File: config.mk
export PLATFORM = sky130hd
export DESIGN_NAME = ipc_sync_handshake
export DESIGN_NICKNAME = d
export VERILOG_FILES = /design/src/rtl/ipc_sync_pkg.sv /design/src/rtl/ipc_wait_timer.sv /design/src/rtl/ipc_ready_reg.sv /design/src/rtl/ipc_alive_ctrl.sv /design/src/rtl/ipc_sync_handshake.sv
export SDC_FILE = /design/constraint.sdc
export NUM_CORES = 1
export LEC_CHECK = 0
export ABC_CLOCK_PERIOD_IN_PS = 4200
export BUFFER_PORTS_ARGS = -buffer_cell sky130_fd_sc_hd__buf_4
export CAP_MARGIN = 15
export CORE_ASPECT_RATIO = 1.5
export CORE_MARGIN = 2
export CORE_UTILIZATION = 35
export CTS_BUF_LIST = sky130_fd_sc_hd__clkbuf_4
export DETAILED_ROUTE_END_ITERATION = 16
export PLACE_DENSITY = 0.64
export SETUP_SLACK_MARGIN = 0.02
export SYNTH_ARGS = -nofsm -noshare
export SYNTH_HDL_FRONTEND = slang
export SYNTH_SLANG_ARGS = --single-unit
File: constraint.sdc
create_clock -name clk_i -period 4.2 [get_ports clk_i]
set_clock_uncertainty 0.1 [all_clocks]
set_input_delay 1.05 -clock clk_i [delete_from_list [all_inputs] [get_ports clk_i]]
set_output_delay 1.05 -clock clk_i [all_outputs]
set_load 0.1 [all_outputs]
File: src/rtl/ipc_sync_pkg.sv
package ipc_sync_pkg;
  typedef enum logic [1:0] {
    REG_READY = 2'd0,
    REG_AREQ  = 2'd1,
    REG_ARSP  = 2'd2,
    REG_ERR   = 2'd3
  } hs_reg_e;

  localparam int unsigned BIT_HOST  = 0;
  localparam int unsigned BIT_ENG   = 1;
  localparam int unsigned BIT_CLR   = 2;
  localparam int unsigned BIT_ALIVE = 0;
  localparam int unsigned TMO_ALIVE = 0;
  localparam int unsigned TMO_READY = 1;
  localparam int unsigned DW        = 3;
  localparam int unsigned AW        = 2;
  localparam int unsigned NVIEW     = 2;
endpackage

File: src/rtl/ipc_wait_timer.sv
module ipc_wait_timer #(
  parameter int unsigned LIMIT = 5
) (
  input  logic clk_i,
  input  logic rst_ni,
  input  logic run_i,
  output logic expire_o
);
  localparam int unsigned CW = (LIMIT > 1) ? $clog2(LIMIT) : 1;
  localparam logic [CW-1:0] LAST = CW'(LIMIT - 1);

  logic [CW-1:0] cnt_q;

  assign expire_o = run_i && (cnt_q == LAST);

  always_ff @(posedge clk_i or negedge rst_ni) begin
    if (!rst_ni)           cnt_q <= '0;
    else if (!run_i)       cnt_q <= '0;
    else if (cnt_q != LAST) cnt_q <= cnt_q + CW'(1);
  end

  AST_CNT_BOUND: assert property (@(posedge clk_i) disable iff (!rst_ni)
    cnt_q <= LAST);
  AST_IDLE_ZERO: assert property (@(posedge clk_i) disable iff (!rst_ni)
    !run_i |=> cnt_q == '0);
endmodule

File: src/rtl/ipc_ready_reg.sv
module ipc_ready_reg #(
  parameter int unsigned WAIT_TICKS = 5
) (
  input  logic clk_i,
  input  logic rst_ni,
  input  logic h_we_i,
  input  logic h_set_i,
  input  logic h_clr_i,
  input  logic e_we_i,
  input  logic e_set_i,
  input  logic e_clr_i,
  output logic host_rdy_o,
  output logic eng_rdy_o,
  output logic host_chg_o,
  output logic eng_chg_o,
  output logic wait_tmo_o
);
  logic host_q, eng_q, host_d, eng_d, clr;
  logic host_chg_q, eng_chg_q, tmo_q, expire;

  assign clr = (h_we_i && h_clr_i) || (e_we_i && e_clr_i);

  always_comb begin
    host_d = host_q;
    eng_d  = eng_q;
    if (clr) begin
      host_d = 1'b0;
      eng_d  = 1'b0;
    end else begin
      if (h_we_i) host_d = h_set_i;
      if (e_we_i) eng_d  = e_set_i;
    end
  end

  ipc_wait_timer #(.LIMIT(WAIT_TICKS)) i_rdy_wait (
    .clk_i   (clk_i),
    .rst_ni  (rst_ni),
    .run_i   (host_q && !eng_q),
    .expire_o(expire)
  );

  always_ff @(posedge clk_i or negedge rst_ni) begin
    if (!rst_ni) begin
      host_q     <= 1'b0;
      eng_q      <= 1'b0;
      host_chg_q <= 1'b0;
      eng_chg_q  <= 1'b0;
      tmo_q      <= 1'b0;
    end else begin
      host_q     <= host_d;
      eng_q      <= eng_d;
      host_chg_q <= host_d ^ host_q;
      eng_chg_q  <= eng_d ^ eng_q;
      tmo_q      <= tmo_q | expire;
    end
  end

  assign host_rdy_o = host_q;
  assign eng_rdy_o  = eng_q;
  assign host_chg_o = host_chg_q;
  assign eng_chg_o  = eng_chg_q;
  assign wait_tmo_o = tmo_q;

  AST_CLR_DROPS_BOTH: assert property (@(posedge clk_i) disable iff (!rst_ni)
    ((h_we_i && h_clr_i) || (e_we_i && e_clr_i)) |=> (!host_q && !eng_q));
  AST_HOST_KEEPS_ENG: assert property (@(posedge clk_i) disable iff (!rst_ni)
    (h_we_i && !h_clr_i && !e_we_i) |=> $stable(eng_q));
  AST_ENG_KEEPS_HOST: assert property (@(posedge clk_i) disable iff (!rst_ni)
    (e_we_i && !e_clr_i && !h_we_i) |=> $stable(host_q));
  AST_HOST_CHG_PULSE: assert property (@(posedge clk_i) disable iff (!rst_ni)
    (host_q != $past(host_q)) |-> host_chg_q);
  AST_RDY_TMO_STICKY: assert property (@(posedge clk_i) disable iff (!rst_ni)
    tmo_q |=> tmo_q);
endmodule

File: src/rtl/ipc_alive_ctrl.sv
module ipc_alive_ctrl #(
  parameter int unsigned WAIT_TICKS = 1
) (
  input  logic clk_i,
  input  logic rst_ni,
  input  logic req_i,
  input  logic ack_i,
  input  logic rsp_clr_i,
  output logic pend_o,
  output logic resp_o,
  output logic req_cause_o,
  output logic ack_cause_o,
  output logic tmo_o
);
  logic pend_q, resp_q, req_c_q, ack_c_q, tmo_q;
  logic req_ok, ack_ok, expire;

  assign req_ok = req_i && !pend_q;
  assign ack_ok = ack_i && pend_q;

  ipc_wait_timer #(.LIMIT(WAIT_TICKS)) i_alive_wait (
    .clk_i   (clk_i),
    .rst_ni  (rst_ni),
    .run_i   (pend_q),
    .expire_o(expire)
  );

  always_ff @(posedge clk_i or negedge rst_ni) begin
    if (!rst_ni) begin
      pend_q  <= 1'b0;
      resp_q  <= 1'b0;
      req_c_q <= 1'b0;
      ack_c_q <= 1'b0;
      tmo_q   <= 1'b0;
    end else begin
      if (ack_ok || expire) pend_q <= 1'b0;
      else if (req_ok)      pend_q <= 1'b1;
      if (ack_ok)                 resp_q <= 1'b1;
      else if (req_ok || rsp_clr_i) resp_q <= 1'b0;
      req_c_q <= req_ok;
      ack_c_q <= ack_ok;
      tmo_q   <= tmo_q | (expire && !ack_ok);
    end
  end

  assign pend_o      = pend_q;
  assign resp_o      = resp_q;
  assign req_cause_o = req_c_q;
  assign ack_cause_o = ack_c_q;
  assign tmo_o       = tmo_q;

  AST_ACK_SETS_RESP: assert property (@(posedge clk_i) disable iff (!rst_ni)
    (ack_i && pend_q) |=> (resp_q && !pend_q && ack_c_q));
  AST_IDLE_ACK_QUIET: assert property (@(posedge clk_i) disable iff (!rst_ni)
    (!pend_q) |=> !ack_c_q);
  AST_PEND_HOLDS: assert property (@(posedge clk_i) disable iff (!rst_ni)
    (pend_q && !ack_i && !expire) |=> (pend_q && !req_c_q));
  AST_ALIVE_TMO_STICKY: assert property (@(posedge clk_i) disable iff (!rst_ni)
    tmo_q |=> tmo_q);
endmodule

File: src/rtl/ipc_sync_handshake.sv
module ipc_sync_handshake
  import ipc_sync_pkg::*;
#(
  parameter int unsigned UNIT_TICKS       = 1000,
  parameter int unsigned ALIVE_WAIT_UNITS = 1,
  parameter int unsigned READY_WAIT_UNITS = 5
) (
  input  logic       clk_i,
  input  logic       rst_ni,
  input  logic       h_we_i,
  input  logic [1:0] h_addr_i,
  input  logic [2:0] h_wdata_i,
  output logic [2:0] h_rdata_o,
  input  logic       e_we_i,
  input  logic [1:0] e_addr_i,
  input  logic [2:0] e_wdata_i,
  output logic [2:0] e_rdata_o,
  output logic       sys_rdy_o,
  output logic [1:0] host_cause_o,
  output logic [1:0] eng_cause_o,
  output logic [1:0] tmo_o
);
  localparam int unsigned ALIVE_TICKS = ALIVE_WAIT_UNITS * UNIT_TICKS;
  localparam int unsigned READY_TICKS = READY_WAIT_UNITS * UNIT_TICKS;

  logic host_rdy, eng_rdy, host_chg, eng_chg, rdy_tmo;
  logic pend, resp, req_cause, ack_cause, alive_tmo;
  logic h_wr_rdy, e_wr_rdy, h_wr_req, h_wr_rsp, e_wr_rsp;
  logic [NVIEW-1:0][AW-1:0] view_addr;
  logic [NVIEW-1:0][DW-1:0] view_data;
  logic unused_wbits;

  assign h_wr_rdy = h_we_i && (h_addr_i == REG_READY);
  assign e_wr_rdy = e_we_i && (e_addr_i == REG_READY);
  assign h_wr_req = h_we_i && (h_addr_i == REG_AREQ) && h_wdata_i[BIT_ALIVE];
  assign h_wr_rsp = h_we_i && (h_addr_i == REG_ARSP) && h_wdata_i[BIT_ALIVE];
  assign e_wr_rsp = e_we_i && (e_addr_i == REG_ARSP) && e_wdata_i[BIT_ALIVE];
  assign unused_wbits = h_wdata_i[BIT_ENG];

  ipc_ready_reg #(.WAIT_TICKS(READY_TICKS)) i_ready (
    .clk_i     (clk_i),
    .rst_ni    (rst_ni),
    .h_we_i    (h_wr_rdy),
    .h_set_i   (h_wdata_i[BIT_HOST]),
    .h_clr_i   (h_wdata_i[BIT_CLR]),
    .e_we_i    (e_wr_rdy),
    .e_set_i   (e_wdata_i[BIT_ENG]),
    .e_clr_i   (e_wdata_i[BIT_CLR]),
    .host_rdy_o(host_rdy),
    .eng_rdy_o (eng_rdy),
    .host_chg_o(host_chg),
    .eng_chg_o (eng_chg),
    .wait_tmo_o(rdy_tmo)
  );

  ipc_alive_ctrl #(.WAIT_TICKS(ALIVE_TICKS)) i_alive (
    .clk_i      (clk_i),
    .rst_ni     (rst_ni),
    .req_i      (h_wr_req),
    .ack_i      (e_wr_rsp),
    .rsp_clr_i  (h_wr_rsp),
    .pend_o     (pend),
    .resp_o     (resp),
    .req_cause_o(req_cause),
    .ack_cause_o(ack_cause),
    .tmo_o      (alive_tmo)
  );

  assign view_addr[0] = h_addr_i;
  assign view_addr[1] = e_addr_i;

  for (genvar v = 0; v < NVIEW; v++) begin : g_view
    always_comb begin
      unique case (hs_reg_e'(view_addr[v]))
        REG_READY: view_data[v] = {1'b0, eng_rdy, host_rdy};
        REG_AREQ:  view_data[v] = {2'b00, pend};
        REG_ARSP:  view_data[v] = {2'b00, resp};
        REG_ERR:   view_data[v] = {1'b0, rdy_tmo, alive_tmo};
        default:   view_data[v] = '0;
      endcase
    end
  end

  assign h_rdata_o    = view_data[0];
  assign e_rdata_o    = view_data[1];
  assign sys_rdy_o    = host_rdy && eng_rdy;
  assign host_cause_o = {ack_cause, eng_chg};
  assign eng_cause_o  = {req_cause, host_chg};
  assign tmo_o        = {rdy_tmo, alive_tmo};

  AST_VIEWS_MATCH: assert property (@(posedge clk_i) disable iff (!rst_ni)
    (h_addr_i == e_addr_i) |-> (h_rdata_o == e_rdata_o));
  AST_SYS_RDY_FALLS_ON_CLR: assert property (@(posedge clk_i) disable iff (!rst_ni)
    (e_wr_rdy && e_wdata_i[BIT_CLR]) |=> !sys_rdy_o);
endmodule

=== Yosys cells after proc, flatten, opt, wreduce, memory -nomap -nowiden ===
Cells that the tools add are included.

* Logic and storage cells: 71
* Flip-flop bits (word level): 33
* Bits of input ports: 14

* Equal/unequal tests: 12
* Reduce and logical (&&, ||, !) cells: 27
* Add/sub/neg operators: 2
* Mux-type cells: 14
* Bitwise gates (word level): 4

{| class="wikitable"
|+ Operators with widths
! cell !! number
|-
| $mux W13 || 2
|-
| $pmux W3 S4 || 2
|-
| $mux W10 || 2
|-
| $logic_and A1 B1 Y1 || 17
|-
| $add A13 B1 Y13 const B || 1
|-
| $eq A13 B13 Y1 const B || 1
|-
| $ne A13 B13 Y1 const B || 1
|-
| $add A10 B1 Y10 const B || 1
|-
| $eq A10 B10 Y1 const B || 1
|-
| $ne A10 B10 Y1 const B || 1
|-
| $eq A2 B2 Y1 const B || 4
|-
| $mux W1 || 8
|-
| $eq A2 B1 Y1 const B || 2
|-
| $logic_not A2 Y1 || 2
|-
| $reduce_bool A2 Y1 || 2
|-
| $logic_not A1 Y1 || 3
|-
| $logic_or A1 B1 Y1 || 3
|-
| $ne A2 B1 Y1 const B || 1
|-
| $ne A2 B2 Y1 const B || 1
|-
| $or A1 B1 Y1 || 2
|-
| $xor A1 B1 Y1 || 2
|}

=== Depth between registers and ports, before layout ===
Gate-level depths: netlist of the first run.

* Word-level depth: 7
* Gate-level depth with buffers: 4
* Depth with buffers taken out: 4

=== Modules after synthesis ===
A second synthesis of the first run with hierarchy kept.

* Cells, all modules: 187
* Area total of the unflattened synthesis: 1874.3 µm²

{| class="wikitable"
|+ Modules (own cells, without submodules)
! module !! instances !! seq. area each (µm²) !! area each (µm²) !! cells an instance
|-
| ipc_wait_timer at i_ready.i_rdy_wait || 1 || 325.3 || 720.7 || 72
|-
| ipc_wait_timer at i_alive.i_alive_wait || 1 || 250.2 || 531.8 || 55
|-
| ipc_ready_reg || 1 || 125.1 || 242.7 || 21
|-
| ipc_sync_handshake || 1 || 0.0 || 191.4 || 24
|-
| ipc_alive_ctrl || 1 || 125.1 || 187.7 || 15
|}

=== Least setup slack after synthesis of the first run ===
OpenSTA, ideal clock, no wires.

* Kind: input -> output
* From: input port e_addr_i[1]
* To: output port e_rdata_o[1]
* Cell stages on the path: 1
* Path slack: -0.268 ns
* Data arrival time: 3.318 ns
* Cells stage by stage: o31ai_1

* Word-level cells in the longest chain between the ends: 2
* Elaborated cells between the ends (all ways): 5
* Those cells by class: eq/ne: 3; mux: 1; reduce/logical: 1

{| class="wikitable"
|+ RTL lines
! element !! line !! source
|-
| start: declaration || ipc_sync_handshake.sv:15 || <nowiki>input logic [1:0] e_addr_i,</nowiki>
|-
| $eq A2 B2 Y1 (tied with other cells) || ipc_sync_handshake.sv:74 || <nowiki>unique case (hs_reg_e'(view_addr[v]))</nowiki>
|-
| $pmux W3 S4 (*) || ipc_sync_handshake.sv:74 ||
|-
| end: declaration || ipc_sync_handshake.sv:17 || <nowiki>output logic [2:0] e_rdata_o,</nowiki>
|}

Mark *: on every way between the ends. The rest lies on a longest branch, timed or not. The select of a mux whose other input is x is not followed.

=== Final worst setup path of the first run ===
* From: input port e_addr_i[1]
* To: output port e_rdata_o[0]

The elaborated chain is that of the path after synthesis.

==> results of run 1 <==
## layout make-up
type                            count  area (um2)  area share (%)
Clock buffer                        6        45.0            2.19
Sequential cell                    33         826            40.2
Timing Repair Buffer               23         173            8.41
Multi-Input combinational cell    130         877            42.7
Inverter                           10        37.5            1.83
Tap cell                           68        85.1            4.14
Clock inverter                      2        10.0           0.488
## metal layers
layer / wire length [um] / global-route usage [%]
met3: 84 / 3.56
met5: 0 / 0
met1: 1480 / 15.3
met4: 35 / 5.00
met2: 1890 / 24.1
## critical path: cells and delay by family
family   cells  cell delay (ns)
mux          1             0.50
buf+inv      2             0.37
## state kept, by name, summed over array words and instances, names as in the netlist
name,flops
i_alive.req_cause_o,1
i_alive.ack_cause_o,1
i_alive.i_alive_wait.cnt_q,10
i_alive.pend_o,1
i_ready.eng_rdy_o,1
i_ready.host_chg_o,1
i_ready.i_rdy_wait.cnt_q,13
i_ready.host_rdy_o,1
i_ready.eng_chg_o,1
i_ready.wait_tmo_o,1
i_alive.tmo_o,1
i_alive.resp_o,1
## power by group
group	total (W)	leakage (nW)	internal, W	switching, W
clock network	0.000175	0.0354	0.0000702	0.000104
logic	0.000148	0.350	0.0000455	0.000102
registers	0.000359	0.453	0.000335	0.0000233
## worst paths after layout
path	start	to	slack [ns]	depth (start not counted)
max	e_addr_i[1]	e_rdata_o[0]	1.13	3
min	i_alive.tmo_o	i_alive.tmo_o	0.44	1
max reg2reg	i_ready.i_rdy_wait.cnt_q[0]	i_ready.i_rdy_wait.cnt_q[10]	2.31	4
min reg2reg	i_alive.tmo_o	i_alive.tmo_o	0.44	1
max in group asynchronous	rst_ni	i_ready.i_rdy_wait.cnt_q[0]	3.15	1
min in group asynchronous	rst_ni	i_ready.i_rdy_wait.cnt_q[3]	0.55	1
## cell families after synthesis
kind of cell             Yosys count
AO/OA/AOI/OAI                     41
adder cells (fa/ha/maj)            2
flip-flops                        33
XOR/XNOR                           2
other                              1
buffers and inverters             22
multiplexers                       9
AND/OR/NAND/NOR                   74
## synth_stat cells (all sizes together), types with 7 or more instances
library cell / count
nand3: 11
o21ai: 9
buf: 9
nand2b: 8
dfrtp: 33
or3: 8
o31ai: 8
mux2i: 7
inv: 10
a21oi: 13
nand2: 16
## layout by cell type, fill, tap and decap left out, drive strengths merged, types with 3 or more instances in the layout
| cell | Yosys | layout |
|---|---|---|
| a21oi | 13 | 13 |
| and2 | 3 | 3 |
| buf | 9 | 23 |
| clkbuf | 3 | 6 |
| dfrtp | 33 | 33 |
| inv | 10 | 10 |
| mux2i | 7 | 7 |
| nand2 | 16 | 16 |
| nand2b | 8 | 8 |
| nand3 | 11 | 11 |
| nand4 | 5 | 5 |
| nor2 | 6 | 6 |
| nor4 | 3 | 3 |
| o21a | 3 | 3 |
| o21ai | 9 | 9 |
| o31ai | 8 | 8 |
| or3 | 8 | 8 |
| or4 | 6 | 6 |
## stage by stage
stage	area (um2)	util, %	hold WS [ns]	worst slack (ns)
floorplan	1820	-	0.378	0.595
global placement	2000	39.6	0.422	1.14
detailed placement	2000	39.6	0.426	1.14
CTS	2050	40.7	0.453	1.14
global route	2050	40.7	0.471	1.11
finish	2050	40.7	0.443	1.13
==> results.cfg, run 1 <==
[clock_tree]
clkLatencyLatePin_ns = 0.33
cts.clk_slew.worst_paths_ns = 0.10
cts_resized = 0
cts_tree = done
htreeDepth = 2
cts_setup_buffers = 0
cts_buffers = 5
clk_root_buffer_cell = clkbuf_4
cts-hold-fix-buffers = 0
clk_path_buf_depth = 2
clock-sinks = 33

[sta]
slew_headroom_pct = 52.6
tightest_slew_ns = 0.710
hold_viol = 0
fin_crit_ns = 3.07
rsz0062_at_grt = false
setup-tns-final_ns = 0
finalCritPeriodShare_pct = 73.0
final_max_slew_viol_count = 0
setup_violations = 0
max_freq_mhz = 326

[floorplanning]
io_pins = 27
rows = 32
start_util_pct = 35.9
core_um2 = 5040
die_w_um = 62.7
die_h_um = 92.1
die-area_um2 = 5770

[drt]
detail_route.wl_per_cell_um = 12.8
dr.pass1.iters = 4
via_count = 1419
drt_wl_total_um = 3480
antenna_left = 0
viasPerCell = 5.22
drtIter0Drc = 43
drcViolationCount = 0

[grt]
grt_pass1_vias = 1390
antenna_found_initial = 0
grt_overflow_total = 0
grt_first_pass_wirelength_um = 6280
grt_util_all_layers_pct = 13.5
grt_max_degree = 34

[synth]
synthAdderAreaFrac_pct = 1.38
yosysTopAreaCellShare_pct = 45.6
yosysTopAreaCell = dfrtp_1
synthSimpleGateAreaFrac_pct = 24.1
synth_cell_types = 39
synth_cells = 184
yosys-top-cells-area = dfrtp_1 (46%), mux2i_1 (3.9%), a21oi_1 (3.6%)
syn_avg_cell_area_um2 = 9.83
ys.flop_type = dfrtp_1
synth-seq-area-share_pct = 45.6
synth_compound_area_share_pct = 14.7
synth-xor-area-share_pct = 0.968
ys_async_sr_fraction_pct = 100
synthMuxAreaShare_pct = 6.36
syn_area_um2 = 1810
ys_ff_latch = 33
synth_edf_count = 0
synth_top_family_by_area = simple AND/OR/NAND/NOR gates
ys_warn_count = 0

[power_and_ir_drop]
powerDensity_nw_per_um2 = 332
ir_worst_vdd_mv = 0.101
p_leak_nw = 0.838
power_w = 0.000681

[finish]
finalNonFillerCells = 272
num_antenna_cells = 0
areaGrowthSynthToFinish_pct = 13.5
fill_cells = 520
drive_above_1_share_pct = 21.6
fin_nets = 219

[place]
dp.cells = 264
portBuffers = 23
gp_congestion = 0.747
dp_hpwl_um = 2600

[outcome]
status = finished clean

[worst_setup_path]
endpoint_kind = output pin
slowest_delay_ns = 0.50
worst_setup_path_start_kind = input port
crit_slowest_cell = mux4_2
worstSetupPathType = input port to output pin
path_common_cell = buf_4
cp.arrival_ns = 1.92
worstPathCellList = buf_4, mux4_2, buf_4
crit_fanout = 5
cp_data_required_time_ns = 3.05

[min_path]
min_path_type = flop to flop

[job]
drv_cap = 0
(Power assumes the default switching activity.)
==> run 2: changes to the inputs <==
ABC_CLOCK_PERIOD_IN_PS = 2900   (was 4200)
clock period = 2.9 ns   (was 4.2 ns; I/O delays follow)
==> results.cfg, run 2 (synthesis gave the netlist of run 1 again) <==
[outcome]
status = finished clean

[worst_setup_path]
worst_setup_path_start_kind = flop
worstPathCellList = mux4_2, buf_4
cp_data_required_time_ns = 2.08
worstSetupPathType = flop to output pin
slowest_delay_ns = 0.53
worstRegToRegCells = 4
crit_slowest_cell = dfrtp_1
reg2reg_slack_ns = 1.03
endpoint_kind = output pin
crit_fanout = 13
r2r_start = i_ready.i_rdy_wait.cnt_q[0]
r2r-end = i_ready.i_rdy_wait.cnt_q[10]
cp.arrival_ns = 1.62

[power_and_ir_drop]
ir_worst_vdd_mv = 0.158
power_frac_comb_pct = 22.0
clockPowerShare_pct = 25.8
powerDensity_nw_per_um2 = 481
switching_share_pct = 34.3
switching_power_w = 0.000341
internal_power_w = 0.000654
pwr-share-seq_pct = 52.2
p_leak_nw = 0.840

[floorplanning]
core_um2 = 5040
io_pins = 27
die_w_um = 62.7
start_util_pct = 35.9
die_h_um = 92.1
die-area_um2 = 5770
rows = 32

[finish]
largest_register_ffs = 13
fin_nets = 219
finalNonFillerCells = 272
num_antenna_cells = 0
drive_above_1_share_pct = 21.6
largest_register = i_ready.i_rdy_wait.cnt_q
final_cell_mix = dfrtp_1 (33), buf_4 (23), nand2_1 (16)
areaGrowthSynthToFinish_pct = 14.5
largestRegisters = i_ready.i_rdy_wait.cnt_q (13), i_alive.i_alive_wait.cnt_q (10)
layout_commonest_cell = dfrtp_1

[grt]
grt_max_degree = 34
grt_first_pass_wirelength_um = 6310
grt_pass1_vias = 1435
grt_util_all_layers_pct = 13.8
grt_overflow_total = 0
antenna_found_initial = 0

[clock_tree]
clock-sinks = 33
cts_setup_buffers = 0
clk_root_buffer_cell = clkbuf_4
htreeDepth = 2
cts-hold-fix-buffers = 0
cts_tree = done
clkLatencyLatePin_ns = 0.33
cts_buffers = 5
clk_path_buf_depth = 2
cts_resized = 0
cts.clk_slew.worst_paths_ns = 0.10

[place]
pre_cts_slack_ns = 0.482
dp.cells = 264
portBuffers = 23
dp_hpwl_um = 2650
gp_congestion = 0.746

[drt]
viasPerCell = 5.15
drtIter0Drc = 101
antenna_left = 0
dr.pass1.iters = 4
via_count = 1401
drt_wl_total_um = 3480
detail_route.wl_per_cell_um = 12.8
drcViolationCount = 0

[sta]
worst_slack_ns = 0.454
final_max_slew_viol_count = 0
setup-tns-final_ns = 0
finalCritPeriodShare_pct = 84.4
fin_hold_ws_ns = 0.217
hold_viol = 0
fin_crit_ns = 2.45
slew_headroom_pct = 53.8
rsz0062_at_grt = false
setup_violations = 0
max_freq_mhz = 409
tightest_slew_ns = 0.692

[job]
drv_cap = 0

[min_path]
min_path_type = input port to async pin
-- run 2: cell counts in the layout (fill, tap and decap cells not counted) --
No cell type changed its count.
-- run 2: worst max-delay path: cells and delay by family, from the launching register on --
kind                   cells  cell delay, ns
buffers and inverters      1            0.25
DFF                        1            0.53
muxes                      1            0.51
-- run 2: metrics by stage --
stage / util (%) / instance area (um2) / total power (W)
floorplan: - / 1840 / 0.000694
global placement: 40.0 / 2020 / 0.000747
detailed placement: 40.0 / 2020 / 0.000750
CTS: 41.0 / 2070 / 0.00101
global route: 41.0 / 2070 / 0.00105
finish: 41.0 / 2070 / 0.000995
-- run 2: cell type report --
type	instances	area [um2]
Clock buffer	6	45.0
Sequential cell	33	826
Fill cell	536	2970
Inverter	10	37.5
Tap cell	68	85.1
Timing Repair Buffer	23	173
Multi-Input combinational cell	130	895
Clock inverter	2	10.0
-- run 2: how the worst max path moves through the flow --
stage,startpoint,endpoint,cells past startpoint
2_1_floorplan,i_ready.eng_rdy_o,sys_rdy_o,2
3_3_place_gp,h_addr_i[1],h_rdata_o[0],3
3_5_place_dp,h_addr_i[1],h_rdata_o[0],3
4_1_cts,i_alive.pend_o,e_rdata_o[0],2
5_1_grt,i_alive.pend_o,e_rdata_o[0],2
6_report,i_alive.pend_o,e_rdata_o[0],2
-- run 2: power by group through the flow --
| stage | logic (W) | registers [W] | clock network (W) |
|---|---|---|---|
| after floorplan | 0.000181 | 0.000513 | 0 |
| after global placement | 0.000218 | 0.000529 | 0 |
| after detailed placement | 0.000221 | 0.000529 | 0 |
| after CTS | 0.000221 | 0.000521 | 0.000271 |
| after global routing | 0.000237 | 0.000526 | 0.000292 |
| final | 0.000218 | 0.000520 | 0.000257 |
-- run 2: metal layers --
layer / routed length [um] / global-route usage (%) / vias up
met2: 1840 / 24.8 / 17
met1: 1460 / 14.8 / 677
met5: 0 / 0 / -
met3: 97 / 3.44 / 6
met4: 81 / 6.67 / 0
li1: - / - / 701
